$ cat src/rtl/tmr_pkg.sv
`timescale 1ns/1ps
package tmr_pkg;
   localparam int DATA_W = 8;
   localparam int PSEL_W = 3;

   typedef enum logic [1:0] {
      A_CNT_LO = 2'd0,
      A_HI_BUF = 2'd1,
      A_CTRL   = 2'd2,
      A_FLAG   = 2'd3
   } tmr_addr_e;

   typedef struct packed {
      logic              run;
      logic              wide;
      logic              ext_src;
      logic              fall_edge;
      logic              bypass;
      logic [PSEL_W-1:0] ratio;
   } tmr_ctrl_t;

   localparam tmr_ctrl_t CTRL_RST = '{run: 1'b1, wide: 1'b0, ext_src: 1'b1,
                                      fall_edge: 1'b0, bypass: 1'b0, ratio: 3'd7};
endpackage

$ cat src/rtl/tmr_evtsrc.sv
`timescale 1ns/1ps
module tmr_evtsrc #(
   parameter int CYC_DIV     = 4,
   parameter int SYNC_STAGES = 2
) (
   input  logic clk,
   input  logic rst_n,
   input  logic ext_pin,
   input  logic ext_src_i,
   input  logic fall_edge_i,
   output logic tick_o,
   output logic evt_o
);
   localparam int DIV_W = (CYC_DIV > 1) ? $clog2(CYC_DIV) : 1;
   localparam logic [DIV_W-1:0] DIV_LAST = DIV_W'(CYC_DIV - 1);

   generate
      if (CYC_DIV < 2) begin : g_bad_div
         $error("tmr_evtsrc: CYC_DIV must be at least 2");
      end
      if (SYNC_STAGES < 2) begin : g_bad_sync
         $error("tmr_evtsrc: SYNC_STAGES must be at least 2");
      end
   endgenerate

   logic [DIV_W-1:0] div_q;
   logic [SYNC_STAGES:0] sh_q;
   logic rise_c, fall_c, ext_pulse;

   always_ff @(posedge clk or negedge rst_n) begin
      if (!rst_n)                div_q <= '0;
      else if (div_q == DIV_LAST) div_q <= '0;
      else                       div_q <= div_q + 1'b1;
   end

   assign tick_o = (div_q == DIV_LAST);

   always_ff @(posedge clk or negedge rst_n) begin
      if (!rst_n) sh_q <= '0;
      else        sh_q <= {sh_q[SYNC_STAGES-1:0], ext_pin};
   end

   assign rise_c    = sh_q[SYNC_STAGES-1] & ~sh_q[SYNC_STAGES];
   assign fall_c    = ~sh_q[SYNC_STAGES-1] & sh_q[SYNC_STAGES];
   assign ext_pulse = fall_edge_i ? fall_c : rise_c;
   assign evt_o     = ext_src_i ? ext_pulse : tick_o;


   tick_gap_chk: assert property (@(posedge clk) disable iff (!rst_n)
      tick_o |=> !tick_o);

   ext_pulse_chk: assert property (@(posedge clk) disable iff (!rst_n)
      (rise_c || fall_c) |=> !(rise_c || fall_c));
endmodule

$ cat src/rtl/tmr_gate_psc.sv
`timescale 1ns/1ps
module tmr_gate_psc #(
   parameter int PSEL_W        = 3,
   parameter int INHIBIT_TICKS = 2
) (
   input  logic              clk,
   input  logic              rst_n,
   input  logic              evt_i,
   input  logic              tick_i,
   input  logic              run_i,
   input  logic              cnt_wr_i,
   input  logic              bypass_i,
   input  logic [PSEL_W-1:0] ratio_i,
   output logic              inc_o
);
   localparam int PS_W = 1 << PSEL_W;
   localparam int IH_W = $clog2(INHIBIT_TICKS + 1);

   generate
      if (PSEL_W < 1 || PSEL_W > 4) begin : g_bad_psel
         $error("tmr_gate_psc: PSEL_W must lie in 1..4");
      end
      if (INHIBIT_TICKS < 1) begin : g_bad_inh
         $error("tmr_gate_psc: INHIBIT_TICKS must be at least 1");
      end
   endgenerate

   logic [IH_W-1:0] inh_q;
   logic [PS_W-1:0] psc_q, term_c;
   logic            gated, psc_hit;

   always_ff @(posedge clk or negedge rst_n) begin
      if (!rst_n)                       inh_q <= '0;
      else if (cnt_wr_i)                inh_q <= IH_W'(INHIBIT_TICKS);
      else if (tick_i && inh_q != '0)   inh_q <= inh_q - 1'b1;
   end

   assign gated  = evt_i & run_i & ~cnt_wr_i & (inh_q == '0);
   assign term_c = ({{(PS_W-1){1'b0}}, 1'b1} << ({1'b0, ratio_i} + 1'b1)) - 1'b1;
   assign psc_hit = gated && (psc_q == term_c);

   always_ff @(posedge clk or negedge rst_n) begin
      if (!rst_n)        psc_q <= '0;
      else if (cnt_wr_i) psc_q <= '0;
      else if (gated)    psc_q <= psc_hit ? '0 : psc_q + 1'b1;
   end

   assign inc_o = bypass_i ? gated : psc_hit;


   wr_hold_chk: assert property (@(posedge clk) disable iff (!rst_n)
      cnt_wr_i |=> !inc_o);

   psc_spacing_chk: assert property (@(posedge clk) disable iff (!rst_n)
      (inc_o && !bypass_i) |=> !(inc_o && !bypass_i));
endmodule

$ cat src/rtl/tmr_core.sv
`timescale 1ns/1ps
module tmr_core #(
   parameter int DW = 8
) (
   input  logic          clk,
   input  logic          rst_n,
   input  logic          wide_i,
   input  logic          inc_i,
   input  logic          cnt_wr_i,
   input  logic          buf_wr_i,
   input  logic          lo_rd_i,
   input  logic          flag_clr_i,
   input  logic [DW-1:0] wdata_i,
   output logic [DW-1:0] cnt_lo_o,
   output logic [DW-1:0] hibuf_o,
   output logic          flag_o
);
   localparam int CW = 2 * DW;

   generate
      if (DW < 2) begin : g_bad_dw
         $error("tmr_core: DW must be at least 2");
      end
   endgenerate

   logic [CW-1:0] cnt_q;
   logic [DW-1:0] buf_q;
   logic          flag_q, at_top, ovf_set;

   assign at_top  = wide_i ? (cnt_q == '1) : (cnt_q[DW-1:0] == '1);
   assign ovf_set = inc_i && !cnt_wr_i && at_top;

   always_ff @(posedge clk or negedge rst_n) begin
      if (!rst_n) cnt_q <= '0;
      else if (cnt_wr_i) begin
         if (wide_i) cnt_q <= {buf_q, wdata_i};
         else        cnt_q <= {cnt_q[CW-1:DW], wdata_i};
      end else if (inc_i) begin
         if (wide_i) cnt_q <= cnt_q + 1'b1;
         else        cnt_q <= {cnt_q[CW-1:DW], cnt_q[DW-1:0] + 1'b1};
      end
   end

   always_ff @(posedge clk or negedge rst_n) begin
      if (!rst_n)                  buf_q <= '0;
      else if (buf_wr_i)           buf_q <= wdata_i;
      else if (lo_rd_i && wide_i)  buf_q <= cnt_q[CW-1:DW];
   end

   always_ff @(posedge clk or negedge rst_n) begin
      if (!rst_n)          flag_q <= 1'b0;
      else if (ovf_set)    flag_q <= 1'b1;
      else if (flag_clr_i) flag_q <= 1'b0;
   end

   assign cnt_lo_o = cnt_q[DW-1:0];
   assign hibuf_o  = buf_q;
   assign flag_o   = flag_q;


   wrap8_chk: assert property (@(posedge clk) disable iff (!rst_n)
      (inc_i && !cnt_wr_i && !wide_i && cnt_q[DW-1:0] == '1)
      |=> (flag_q && cnt_q[DW-1:0] == '0 && $stable(cnt_q[CW-1:DW])));

   wrap16_chk: assert property (@(posedge clk) disable iff (!rst_n)
      (inc_i && !cnt_wr_i && wide_i && cnt_q == '1) |=> (flag_q && cnt_q == '0));

   flag_clr_chk: assert property (@(posedge clk) disable iff (!rst_n)
      (flag_clr_i && !inc_i) |=> !flag_q);

   capture_chk: assert property (@(posedge clk) disable iff (!rst_n)
      (lo_rd_i && wide_i && !buf_wr_i) |=> (buf_q == $past(cnt_q[CW-1:DW])));

   commit_chk: assert property (@(posedge clk) disable iff (!rst_n)
      (cnt_wr_i && wide_i) |=> (cnt_q == {$past(buf_q), $past(wdata_i)}));
endmodule

$ cat src/rtl/tmr_unit.sv
`timescale 1ns/1ps
module tmr_unit
   import tmr_pkg::*;
#(
   parameter int CYC_DIV       = 4,
   parameter int SYNC_STAGES   = 2,
   parameter int INHIBIT_TICKS = 2
) (
   input  logic              clk,
   input  logic              rst_n,
   input  logic              ext_pin,
   input  logic [1:0]        bus_sel,
   input  logic              bus_wr,
   input  logic              bus_rd,
   input  logic [DATA_W-1:0] bus_wdata,
   output logic [DATA_W-1:0] bus_rdata,
   output logic              ovf_flag
);
   tmr_ctrl_t        ctrl_q;
   tmr_addr_e        addr;
   logic             cnt_wr, buf_wr, ctrl_wr, flag_clr, lo_rd;
   logic             tick, evt, inc;
   logic [DATA_W-1:0] cnt_lo, hibuf;
   logic             flag;

   assign addr     = tmr_addr_e'(bus_sel);
   assign cnt_wr   = bus_wr && addr == A_CNT_LO;
   assign buf_wr   = bus_wr && addr == A_HI_BUF;
   assign ctrl_wr  = bus_wr && addr == A_CTRL;
   assign flag_clr = bus_wr && addr == A_FLAG && !bus_wdata[0];
   assign lo_rd    = bus_rd && !bus_wr && addr == A_CNT_LO;

   always_ff @(posedge clk or negedge rst_n) begin
      if (!rst_n)       ctrl_q <= CTRL_RST;
      else if (ctrl_wr) ctrl_q <= tmr_ctrl_t'(bus_wdata);
   end

   tmr_evtsrc #(.CYC_DIV(CYC_DIV), .SYNC_STAGES(SYNC_STAGES)) u_src (
      .clk(clk), .rst_n(rst_n), .ext_pin(ext_pin),
      .ext_src_i(ctrl_q.ext_src), .fall_edge_i(ctrl_q.fall_edge),
      .tick_o(tick), .evt_o(evt));

   tmr_gate_psc #(.PSEL_W(PSEL_W), .INHIBIT_TICKS(INHIBIT_TICKS)) u_psc (
      .clk(clk), .rst_n(rst_n), .evt_i(evt), .tick_i(tick),
      .run_i(ctrl_q.run), .cnt_wr_i(cnt_wr), .bypass_i(ctrl_q.bypass),
      .ratio_i(ctrl_q.ratio), .inc_o(inc));

   tmr_core #(.DW(DATA_W)) u_core (
      .clk(clk), .rst_n(rst_n), .wide_i(ctrl_q.wide), .inc_i(inc),
      .cnt_wr_i(cnt_wr), .buf_wr_i(buf_wr), .lo_rd_i(lo_rd),
      .flag_clr_i(flag_clr), .wdata_i(bus_wdata),
      .cnt_lo_o(cnt_lo), .hibuf_o(hibuf), .flag_o(flag));

   always_comb begin
      case (addr)
         A_CNT_LO: bus_rdata = cnt_lo;
         A_HI_BUF: bus_rdata = hibuf;
         A_CTRL:   bus_rdata = ctrl_q;
         default:  bus_rdata = {{(DATA_W-1){1'b0}}, flag};
      endcase
   end

   assign ovf_flag = flag;


   halt_chk: assert property (@(posedge clk) disable iff (!rst_n)
      (!ctrl_q.run && !cnt_wr) |=> $stable(cnt_lo));
endmodule

$ cat config.mk
export PLATFORM = sky130hd
export DESIGN_NAME = tmr_unit
export DESIGN_NICKNAME = d
export VERILOG_FILES = /design/src/rtl/tmr_pkg.sv /design/src/rtl/tmr_evtsrc.sv /design/src/rtl/tmr_gate_psc.sv /design/src/rtl/tmr_core.sv /design/src/rtl/tmr_unit.sv
export SDC_FILE = /design/constraint.sdc
export NUM_CORES = 1
export LEC_CHECK = 0
export CELL_PAD_IN_SITES_DETAIL_PLACEMENT = 1
export CELL_PAD_IN_SITES_GLOBAL_PLACEMENT = 1
export CORE_MARGIN = 2
export CORE_UTILIZATION = 40
export CTS_CLUSTER_SIZE = 8
export DETAILED_ROUTE_END_ITERATION = 10
export DONT_BUFFER_PORTS = 1
export PLACE_DENSITY = 0.75
export SLEW_MARGIN = 40
export SYNTH_ARGS = -nofsm -noshare
export SYNTH_HDL_FRONTEND = slang
export SYNTH_SLANG_ARGS = --single-unit
$ cat constraint.sdc
create_clock -name clk -period 5.5 [get_ports clk]
set_input_delay 1.1 -clock clk [delete_from_list [all_inputs] [get_ports clk]]
set_output_delay 1.1 -clock clk [all_outputs]
set_load 0.1 [all_outputs]
; After elaboration in Yosys (flattened, before gate mapping)
; Index checks and enable logic that the tools add are counted.
[classes]
shift = 1
bitwise_logic = 8
add_sub_neg = 7
n_mux = 19
reduce_logical = 24
eq_ne = 9
[ops]
columns = operator, n
row1 = $mux W16, 4
row2 = $mux W8, 5
row3 = $pmux W8 S3, 1
row4 = $add A16 B1 Y16 const B, 1
row5 = $add A8 B1 Y8 const B, 2
row6 = $eq A16 B16 Y1 const B, 1
row7 = $logic_and A1 B1 Y1, 12
row8 = $reduce_bool A2 Y1, 6
row9 = $eq A8 B8 Y1, 1
row10 = $eq A8 B8 Y1 const B, 1
row11 = $shl A1 B4 Y8 const A, 1
row12 = $sub A8 B1 Y8 const B, 1
row13 = $eq A2 B2 Y1 const B, 3
row14 = $mux W1, 6
row15 = $mux W2, 3
row16 = $and A1 B1 Y1, 5
row17 = $add A3 B1 Y4 const B, 1
row18 = $logic_not A2 Y1, 2
row19 = $ne A2 B2 Y1 const B, 2
row20 = $logic_not A1 Y1, 3
row21 = $not A1 Y1, 3
row22 = $reduce_and A3 Y1, 1
row23 = $add A2 B1 Y2 const B, 1
row24 = $eq A2 B1 Y1 const B, 1
row25 = $sub A2 B1 Y2 const B, 1
[word_totals]
word_cells = 82
ff_bits = 48
out_inout_bits = 9

; Logic depth before layout (Yosys ltp)
[depth]
ltp_word = 12
depth_mapped = 13
depth_no_buf = 9

; Cells and area by module
; A second synthesis with hierarchy kept.
[unflattened]
hier_cells = 318
hier_area_um2 = 3164.3
[modules_own_cells]
columns = mod, area_per_inst_um2, seq_area_each_um2, cells_per_inst, n_inst
row1 = tmr_core, 1508.9, 625.6, 165, 1
row2 = tmr_gate_psc, 945.9, 250.2, 100, 1
row3 = tmr_unit, 541.8, 206.4, 42, 1
row4 = tmr_evtsrc, 167.7, 125.1, 11, 1

; Worst setup path after synthesis
; No wires, ideal clock.
[synth_path]
path_kind = in2out
start = input port bus_sel[1]
end = output port bus_rdata[1]
required_time_ps = 4400
arrival_time_ps = 3871
slack_ps = 529
n_path_buf = 2
cell_stages = 4
path_cell_list = buf_2 -> clkbuf_1 -> mux2i_1 -> o21ai_0
[synth_via]
elab_chain_len = 2
word_cells_on_any_way = 4
[synth_rtl]
columns = item, line
row1 = from (decl), tmr_unit.sv:12  ; input logic [1:0] bus_sel,
row2 = "$eq A2 B2 Y1, or another cell as far along", tmr_unit.sv:55  ; case (addr)
row3 = $pmux W8 S3 (*), tmr_unit.sv:55
row4 = to (decl), tmr_unit.sv:16  ; output logic [DATA_W-1:0] bus_rdata,
; Mark *: on every way between the ends. The rest lies on a longest branch, timed or not.

; Final worst setup path
[layout_path]
start = input port bus_sel[0]
end = output port bus_rdata[2]
; The elaborated chain is that of the path after synthesis.

==> impl_metrics.ini <==
[timing]
finalCritPeriodShare = 0.592
fin_skew_ps = 8.08
worst-slew-pin-transition_ps = 745
finalSetupViolCount = 0
finalMaxSlewViolations = 0
max_freq_mhz = 307
worst_slack_ps = 2240
max_slew_margin = 0.503
finalCriticalPeriod_ps = 3260
finalHoldViolations = 0
setup_tns_ps = 0
rsz0062_at_grt = no

[synth]
synth_edf_count = 0
synthArstFlopShare = 1.00
synth_seq_cells = 48
synth_compound_area_frac = 0.189
synth.top_cell.area_share = 0.354
avgSynthCellArea_um2 = 9.15
synth_area_um2 = 3040
synthMuxAreaShare = 0.0935
ys.flop_type = dfrtp_1
synthCells = 332
synth_fa_ha_area_frac = 0.0206
ys_types = 54
seq_area_frac_synth = 0.398
synth_nets = 352
synth_area_leaders = dfrtp_1 35%, mux2i_1 5.3%, nand3_1 4.6%
synthXorXnorAreaFrac = 0.0144
yosysTopAreaCell = dfrtp_1
synth_top_family_by_area = simple AND/OR/NAND/NOR gates
synth_simple_gate_area_share = 0.231
ys.warnings.count = 0

[floorplan]
die_area_um2 = 8300
initial_utilization = 0.416
num_rows = 31
io_pins = 24
die_y_um = 91.1
die_w_um = 91.1
core_area_um2 = 7290

[detailed_routing]
wirelength_mm = 8.15
drtIter0Drc = 107
routed_via_density = 6.13
dr.pass1.iters = 4
drc_errors = 0
vias = 2551
drtAntennaViolNets = 0
wire_per_inst_um = 19.6

[critical_path]
worstSetupPathType = input port to output pin
critPathCaptureType = output pin
reg2regPathDepth = 9
required_ps = 4400
r2r_start = ctrl_q[1]$_DFFE_PN1P_
crit_path_max_fanout = 16
r2r_setup_slack_ps = 2310
cp-start-kind = input port
r2r_end = u_core.cnt_q[5]$_DFFE_PN0P_
crit_arrival_ps = 2160

[hold_path]
hold_start = u_src.sh_q[0]$_DFF_PN0_
hold_path_end = u_src.sh_q[1]$_DFF_PN0_
hold_path_depth = 0
hold_path.class = flop to flop

[clocking]
post_cts_buffers = 0
insertion_delay_ps = 310
ctsHoldBuffers = 0
clockBufferDepth = 2
cts.sinks = 48
cts_buffers = 5
post_cts_resized = 0
h-tree-depth = 2
cts-root-buf = clkbuf_8
cts_tree = built
clk_pin_slew_ps = 80

[global_route]
grt_overflow = 0
antenna_found_initial = 0
grt_max_degree = 49
grt_pass1_wl_mm = 13.6
first_global_vias = 2588
grt_usage = 0.207

[cells_and_area]
multi_input_area_um2 = 1760
drive_above_1_share = 0.129
num-fill-cells = 878
final_nets = 336
layout_common_cells = 41 x dfrtp_1, 30 x nor2_1, 28 x nand3_1
n_antenna_cell = 0
final_util = 0.443
areaGrowthSynthToFinish_pct = 6.39
final_common_cell = dfrtp_1
seq_area_um2 = 1210
final_cells = 416

[place]
place_ws_ps = 1970
numPortBuffers = 0
place_congestion = 0.811
dp_cells = 408
dpl.hpwl_mm = 5.80

[power]
p_leak_nw = 1.29
peakVddDrop_mv = 0.129
powerDensity_nw_per_um2 = 327

[outcome]
status = complete, no violations

[job]
cap_violations = 0
[cells in the mapped netlist, drive strengths merged, types with 9 or more instances]
cell type,number
clkbuf,14
nand3,28
o21ai,17
mux2i,16
nand2,25
dfrtp,43
mux2,9
a21oi,18
a31oi,10
nor2,30
buf,10
inv,10
[state kept, by name, indices dropped and copies added (netlist names)]
| name | count |
|---|---|
| u_psc.inh_q | 2 |
| u_src.div_q | 2 |
| u_src.sh_q | 3 |
| u_core.hibuf_o | 8 |
| u_core.cnt_q | 16 |
| u_core.flag_o | 1 |
| u_psc.psc_q | 8 |
| ctrl_q | 8 |
[stage by stage]
step,total power (W),hold slack [ps],instance area (µm²)
final,0.00106,354,3230
after global routing,0.00112,373,3230
after CTS,0.00106,358,3230
after detailed placement,0.000839,338,3140
after global placement,0.000809,339,3080
after floorplan,0.000760,331,3040
[metal layers]
layer,up-vias,global-route usage,routed length [µm]
li1,1186,-,-
met1,1308,0.301,3880
met2,47,0.315,3750
met3,10,0.0440,390
met4,0,0.0530,136
met5,-,0,0
[final cells by class]
type / count / share of cell area
multi-input cells: 250 / 0.545
inverters: 10 / 0.0116
clock buffers: 8 / 0.0279
well taps: 99 / 0.0383
flip-flops and latches: 48 / 0.375
repair buffers: 1 / 0.00232
[critical path, cell delays in order]
cell and delay, ps:
nor2b_1 500, nand2_1 230, o21ai_4 320
[logic make-up after synthesis]
| logic type | count (synthesis) |
|---|---|
| simple gates | 133 |
| compound gates | 80 |
| flops | 48 |
| buf+inv | 34 |
| mux | 26 |
| fa+ha+maj | 5 |
| xor+xnor | 5 |
| other cells | 1 |
[worst max-delay path by stage]
stage | from | end | slack [ps] | cells past startpoint
after floorplan | bus_sel[1] | bus_rdata[1] | 530 | 4
after CTS | bus_sel[0] | bus_rdata[2] | 2220 | 3
after detailed placement | bus_wr | u_core.cnt_q[5]$_DFFE_PN0P_ | 1970 | 7
after global placement | bus_wr | u_core.cnt_q[5]$_DFFE_PN0P_ | 2040 | 7
after global routing | bus_wr | u_core.cnt_q[5]$_DFFE_PN0P_ | 2090 | 7
final | bus_sel[0] | bus_rdata[2] | 2240 | 3
[power breakdown]
part / switching, W / leakage, nW / internal, W
Clock: 0.000123 / 0.0455 / 0.000103
Combinational: 0.000210 / 0.676 / 0.000120
Sequential: 0.0000881 / 0.564 / 0.000414
(Power assumes the default switching activity.)
